===== src/rtl/oxt_pkg.sv =====
package oxt_pkg;

  typedef struct packed {
    logic done;
    logic err;
    logic ovf;
  } oxt_flags_t;

  // Bits needed to hold values 0..v inclusive.
  function automatic int count_width(input int v);
    int w;
    w = 1;
    for (int i = 1; i < 31; i++) begin
      if ((1 << w) <= v) w = w + 1;
    end
    return w;
  endfunction

endpackage


===== src/rtl/sat_down_ctr.sv =====
module sat_down_ctr #(
  parameter int W      = 8,
  parameter int STEP_W = 1
) (
  input  logic              clk,
  input  logic              rst_n,
  input  logic              load,
  input  logic [W-1:0]      load_val,
  input  logic              dec,
  input  logic [STEP_W-1:0] step,
  output logic [W-1:0]      count,
  output logic              under,
  output logic              reach_zero
);
  localparam int CW = (W > STEP_W) ? W : STEP_W;

  logic [CW-1:0] cnt_x;
  logic [CW-1:0] step_x;
  logic          too_big;
  logic          covers;

  assign cnt_x   = CW'(count);
  assign step_x  = CW'(step);
  assign too_big = step_x > cnt_x;
  assign covers  = step_x >= cnt_x;

  assign under      = dec & too_big;
  assign reach_zero = dec & covers;

  always_ff @(posedge clk or negedge rst_n) begin
    if (!rst_n) begin
      count <= '0;
    end else if (load) begin
      count <= load_val;
    end else if (dec) begin
      if (covers) count <= '0;
      else        count <= count - W'(step_x);
    end
  end
endmodule


===== src/rtl/oxt_status.sv =====
module oxt_status
  import oxt_pkg::*;
(
  input  logic       clk,
  input  logic       rst_n,
  input  logic       clear,
  input  logic       set_done,
  input  logic       set_err,
  input  logic       set_ovf,
  output oxt_flags_t flags
);
  always_ff @(posedge clk or negedge rst_n) begin
    if (!rst_n) begin
      flags <= '0;
    end else if (clear) begin
      flags <= '0;
    end else begin
      if (set_done) flags.done <= 1'b1;
      if (set_err)  flags.err  <= 1'b1;
      if (set_ovf)  flags.ovf  <= 1'b1;
    end
  end
endmodule


===== src/rtl/out_xfer_tracker.sv =====
module out_xfer_tracker
  import oxt_pkg::*;
#(
  parameter int SIZE_W  = 19,
  parameter int PKT_W   = 10,
  parameter int SETUP_W = 2,
  parameter int MAX_PKT = 64,
  localparam int REG_W  = SIZE_W + PKT_W + SETUP_W + 1,
  localparam int BYTE_W = oxt_pkg::count_width(MAX_PKT)
) (
  input  logic              clk,
  input  logic              rst_n,
  input  logic              cfg_wr,
  input  logic [REG_W-1:0]  cfg_wdata,
  output logic [REG_W-1:0]  cfg_rdata,
  input  logic              push_valid,
  output logic              push_ready,
  input  logic              setup_rx,
  input  logic              drain_valid,
  output logic              drain_ready,
  input  logic [BYTE_W-1:0] drain_bytes,
  output logic              xfer_done,
  output logic              cnt_err,
  output logic              setup_ovf
);
  localparam int PKT_LSB   = SIZE_W;
  localparam int SETUP_LSB = SIZE_W + PKT_W;

  logic               push_fire, drain_fire, setup_fire;
  logic [SIZE_W-1:0]  size_q;
  logic [PKT_W-1:0]   pkt_q;
  logic [SETUP_W-1:0] setup_q;
  logic               size_under, size_zero;
  logic               pkt_under, pkt_zero_unused;
  logic               setup_under, setup_zero_unused;
  logic               short_pkt;
  oxt_flags_t         flags;

  // A write owns the cycle: streams are stalled and pulses dropped.
  assign push_ready  = ~cfg_wr;
  assign drain_ready = ~cfg_wr;
  assign push_fire   = push_valid & push_ready;
  assign drain_fire  = drain_valid & drain_ready;
  assign setup_fire  = setup_rx & ~cfg_wr;

  sat_down_ctr #(.W(SIZE_W), .STEP_W(BYTE_W)) u_bytes (
    .clk        (clk),
    .rst_n      (rst_n),
    .load       (cfg_wr),
    .load_val   (cfg_wdata[SIZE_W-1:0]),
    .dec        (drain_fire),
    .step       (drain_bytes),
    .count      (size_q),
    .under      (size_under),
    .reach_zero (size_zero)
  );

  sat_down_ctr #(.W(PKT_W), .STEP_W(1)) u_pkts (
    .clk        (clk),
    .rst_n      (rst_n),
    .load       (cfg_wr),
    .load_val   (cfg_wdata[PKT_LSB +: PKT_W]),
    .dec        (push_fire),
    .step       (1'b1),
    .count      (pkt_q),
    .under      (pkt_under),
    .reach_zero (pkt_zero_unused)
  );

  sat_down_ctr #(.W(SETUP_W), .STEP_W(1)) u_setup (
    .clk        (clk),
    .rst_n      (rst_n),
    .load       (cfg_wr),
    .load_val   (cfg_wdata[SETUP_LSB +: SETUP_W]),
    .dec        (setup_fire),
    .step       (1'b1),
    .count      (setup_q),
    .under      (setup_under),
    .reach_zero (setup_zero_unused)
  );

  assign short_pkt = drain_bytes < BYTE_W'(MAX_PKT);

  oxt_status u_status (
    .clk      (clk),
    .rst_n    (rst_n),
    .clear    (cfg_wr),
    .set_done (drain_fire & (size_zero | short_pkt)),
    .set_err  (pkt_under | size_under),
    .set_ovf  (setup_under),
    .flags    (flags)
  );

  assign cfg_rdata = {1'b0, setup_q, pkt_q, size_q};
  assign xfer_done = flags.done;
  assign cnt_err   = flags.err;
  assign setup_ovf = flags.ovf;

  // Reach-zero outputs of the unit-step counters are not needed here.
  logic unused_ok;
  assign unused_ok = pkt_zero_unused ^ setup_zero_unused;
endmodule


===== config.mk =====
export PLATFORM = sky130hd
export DESIGN_NAME = out_xfer_tracker
export DESIGN_NICKNAME = d
export VERILOG_FILES = /design/src/rtl/oxt_pkg.sv /design/src/rtl/sat_down_ctr.sv /design/src/rtl/oxt_status.sv /design/src/rtl/out_xfer_tracker.sv
export SDC_FILE = /design/constraint.sdc
export NUM_CORES = 1
export LEC_CHECK = 0
export BUFFER_PORTS_ARGS = -buffer_cell sky130_fd_sc_hd__buf_4
export CAP_MARGIN = 10
export CORE_MARGIN = 8
export CORE_UTILIZATION = 30
export CTS_BUF_LIST = sky130_fd_sc_hd__clkbuf_4
export DETAILED_ROUTE_END_ITERATION = 16
export REMOVE_ABC_BUFFERS = 1
export SLEW_MARGIN = 15
export SYNTH_ARGS = -nofsm -noshare
export SYNTH_HDL_FRONTEND = slang
export SYNTH_HIERARCHICAL = 1
export SYNTH_SLANG_ARGS = --single-unit

===== constraint.sdc =====
create_clock -name clk -period 4.04 [get_ports clk]
set_input_delay 0.404 -clock clk [delete_from_list [all_inputs] [get_ports clk]]
set_output_delay 0.404 -clock clk [all_outputs]
set_load 0.1 [all_outputs]

; ---- After elaboration in Yosys (flattened, before gate mapping)
; Cells that the tools add are included.
[word_totals]
regBits = 34
out_inout_bits = 37
wordCells = 46
[op_classes]
addsub = 3
order_cmp = 7
n_mux = 13
bitwise_logic = 11
reduce_logical = 6
[ops]
columns = op, count
row1 = two-way mux 19 bit, 3
row2 = two-way mux 10 bit, 3
row3 = >= comparator 7 x 19 -> 1 bit, 1
row4 = > comparator 7 x 19 -> 1 bit, 1
row5 = subtractor 19 x 7 -> 19 bit, 1
row6 = nonzero test 2 bit, 6
row7 = ">= comparator 1 x 10 -> 1 bit, first input constant", 1
row8 = "> comparator 1 x 10 -> 1 bit, first input constant", 1
row9 = "subtractor 10 x 1 -> 10 bit, second input constant", 1
row10 = bitwise AND 1 bit, 8
row11 = "less-than comparator 7 bit, second input constant", 1
row12 = two-way mux 2 bit, 3
row13 = two-way mux 1 bit, 3
row14 = two-way mux 3 bit, 1
row15 = ">= comparator 1 x 2 -> 1 bit, first input constant", 1
row16 = "> comparator 1 x 2 -> 1 bit, first input constant", 1
row17 = OR 1 bit, 2
row18 = "subtractor 2 x 1 -> 2 bit, second input constant", 1
row19 = NOT 1 bit, 1

; ---- Longest topological paths before layout
[logic_depth]
ltp_word = 7
mapped_depth = 10

; ---- Modules after synthesis
; The synthesis kept the hierarchy.
[modules_own_cells]
columns = module, instances, cells_per_inst, area_each_um2
row1 = sat_down_ctr at u_bytes, 1, 171, 1554.0
row2 = sat_down_ctr at u_pkts, 1, 82, 698.2
row3 = sat_down_ctr at u_setup, 1, 17, 158.9
row4 = oxt_status, 1, 6, 105.1
row5 = out_xfer_tracker, 1, 11, 68.8

; ---- Worst setup path before layout
; Ideal clock, no wire load.
[synth_path]
path_type = flip-flop to flip-flop
startpoint = register u_bytes.count[6]
endpoint = register u_bytes.count[12]
setup_time_ns = 0.167
t_arrival_ns = 2.513
path_slack_ns = 1.359
stages_incl_launch_ff = 7
n_path_buf = 0
synth_period_minus_slack_ns = 2.681
cell_sequence = dfrtp_1 -> ha_1 -> a211oi_4 -> o211ai_2 -> or3_1 -> nand3_1 -> o311ai_2
[synth_via]
elab_chain_len = 4
elab_cells_between_ends = 5
cone_classes = add/sub: 1 / order compare: 1 / mux: 3
[synth_rtl]
columns = item, line_no
row1 = "start, declared", sat_down_ctr.sv:11  ; output logic [W-1:0] count,
row2 = "start signal, assigned", sat_down_ctr.sv:34  ; count <= load_val;
row3 = "start signal, assigned", sat_down_ctr.sv:37  ; else count <= count - W'(step_x);
row4 = subtractor 19 x 7 -> 19 bit or >= comparator 7 x 19 -> 1 bit (tied branches), "sat_down_ctr.sv:37, sat_down_ctr.sv:25"
row5 = two-way mux 19 bit (*), sat_down_ctr.sv:36  ; if (covers) count <= '0;
row6 = two-way mux 19 bit (*), sat_down_ctr.sv:35  ; end else if (dec) begin
row7 = two-way mux 19 bit (*), sat_down_ctr.sv:33  ; end else if (load) begin
; Every way passes the cells marked *; elsewhere a longest branch is shown, timed or not. The select of a mux whose other input is x is not followed.
; A chain may end at the register's enable or synchronous reset.

; ---- Worst setup path after layout
[layout_path]
startpoint = register u_bytes.count[6]
endpoint = register u_bytes.count[6]
; The elaborated chain is that of the path after synthesis.

==> impl_metrics.tcl <==
set metrics [dict create \
    status "finished clean" \
    worstSetupPathType "register to register" \
    finalSetupTns_ns 0 \
    num_antenna_cells 0 \
    p_comb_share_pct 49.2 \
    peakVddDrop_v 0.000182 \
    p_sw_mw 0.654 \
    grt_use_total_pct 12.8 \
    postLayoutSetupSlackWorst_ns 1.54 \
    core_sq_um 8260 \
    num_rows 33 \
    die_w_microns 109 \
    rr_endpoint "u_bytes/count[6]" \
    power_frac_clock_pct 18.9 \
    post_drt_wl_per_cell_microns 15.9 \
    place_inst 461 \
    finalHoldViolCount 0 \
    cts_sinks 34 \
    p_seq_share_pct 31.8 \
    final_layout_size_suffix_gt1_share_pct 32.4 \
    root_buffer "clkbuf_4" \
    drt_iter0_drc 116 \
    cpMaxStageDelayCell "ha_1" \
    nets 420 \
    cts_max_level 2 \
    worst_pin_slew_ns 0.647 \
    p_int_mw 0.711 \
    area_growth_pct 29.5 \
    drc 0 \
    relSlewSlack_pct 56.9 \
    maxCapViolCount 0 \
    initial_core_util_pct 31.2 \
    power_mw 1.36 \
    avgSynthCellArea_sq_um 9.03 \
    p_per_area_nw_per_um2 409 \
    antenna_found_initial 0 \
    ant_nets 0 \
    worstSetupStartpoint "u_bytes/count[6]" \
    r2r_start "u_bytes/count[6]" \
    rsz0062_at_grt "no" \
    hold_buffers 0 \
    syn_area_sq_um 2570 \
    cpPeakStageDelay_ns 0.46 \
    reg2reg_slack_ns 1.54 \
    layout_commonest_cell "buf_4" \
    cp-start-kind "register" \
    cts_tree "done" \
    gp_congestion 0.813 \
    period_share_pct 61.8 \
    fmax_mhz 401 \
    arrival_ns 2.71 \
    path_cells "ha_1 > nand2_2 > nor3_4 > o21ai_2 > o21ai_2 > buf_4 > a21oi_1 > a221o_1" \
    finalSetupViolCount 0 \
    viasPerCell 5.19 \
    cts_setup_buffers 0 \
    worstRegToRegCells 8 \
    cp_common_cell "o21ai_2" \
    cp_max_fo 15 \
    switching_share_pct 47.9 \
    die_area_sq_um 11800 \
    fin_skew_ns 0.0158 \
    netlist_instances 285 \
    grt_pass1_wl_microns 12200 \
    min_period_ns 2.50 \
    cts_max_path_buffers 2 \
    fillCellCount 889 \
    layout_common_cells "buf_4, dfrtp_1, nor2_1, o21ai_0" \
    hp-class "primary input to asynchronous set/reset pin" \
    ios 82 \
    crit_required_ns 4.26 \
    grt_remaining_overflow 0 \
    cts.reportedPaths.clkPinSlew_ns 0.11 \
    critPathCapture "u_bytes/count[6]" \
    grt_max_degree 69 \
    endpoint_kind "register" \
    wl_microns 7450 \
    cts-buffers-inserted 5 \
    power_leakage_nw 1.50 \
    dp_hpwl_microns 5610 \
    vias 2432 \
    maxSlewViolCount 0 \
    pre_cts_slack_ns 1.41 \
    path_delay_family "compound AO/OA/AOI/OAI gates" \
    first_pass_iters 4 \
    clock_latency_ns 0.34 \
    crit_buf_inv 1 \
    die_h_microns 109 \
    cts_resized 0 \
    cp.depth 8 \
    grt_pass1_vias 2453 \
    ys_warn_count 6 \
    fin_cells 469 \
    port-buffer-count 79 \
]
## routing by layer
| layer | track usage, % | part of all wire [%] | vias up |
|---|---|---|---|
| li1 | - | - | 1206 |
| met2 | 20.4 | 45 | 80 |
| met3 | 3.72 | 8.4 | 6 |
| met1 | 16.8 | 46 | 1140 |
| met5 | 0 | 0 | - |
| met4 | 2.64 | 0.75 | 0 |
## flip-flops by register name (all words and copies together), names as in the netlist
register	cells
u_status/flags	3
u_bytes/count	19
u_setup/count	2
u_pkts/count	10
## power by group through the flow
stage,Combinational [mW],Clock [mW],Sequential [mW]
2_1_floorplan,0.224,0,0.711
3_3_place_gp,0.671,0,0.438
4_1_cts,0.677,0.272,0.434
3_5_place_dp,0.675,0,0.441
5_1_grt,0.714,0.288,0.443
6_report,0.672,0.259,0.434
## how the worst min path moves through the flow
| stage | cells past startpoint | endpoint | slack (ns) |
|---|---|---|---|
| floorplan | 0 | u_bytes/count[0] | 0.11 |
| global placement | 1 | u_pkts/count[5] | 0.40 |
| detailed placement | 1 | u_pkts/count[1] | 0.40 |
| CTS | 1 | u_pkts/count[1] | 0.02 |
| global route | 1 | u_bytes/count[7] | 0.03 |
| finish | 1 | u_bytes/count[7] | 0.02 |
## metrics by stage
stage	utilization (%)	cell area [sq um]	hold WS [ns]
after floorplan	-	2520	0.108
after global placement	39.4	3250	0.395
after detailed placement	39.4	3250	0.397
after CTS	40.4	3330	0.0168
after global routing	40.4	3330	0.0276
final	40.4	3330	0.0154
## layout make-up
type,instances,area (sq um),area share (%)
clock inverters,1,30.0,0.901
clock buffers,7,52.6,1.58
multi-input cells,226,1610,48.2
flip-flops and latches,34,851,25.5
inverters,16,60.1,1.80
well taps,105,131,3.94
repair buffers,80,601,18.0
Note: power is estimated with default switching activity, not from simulation.
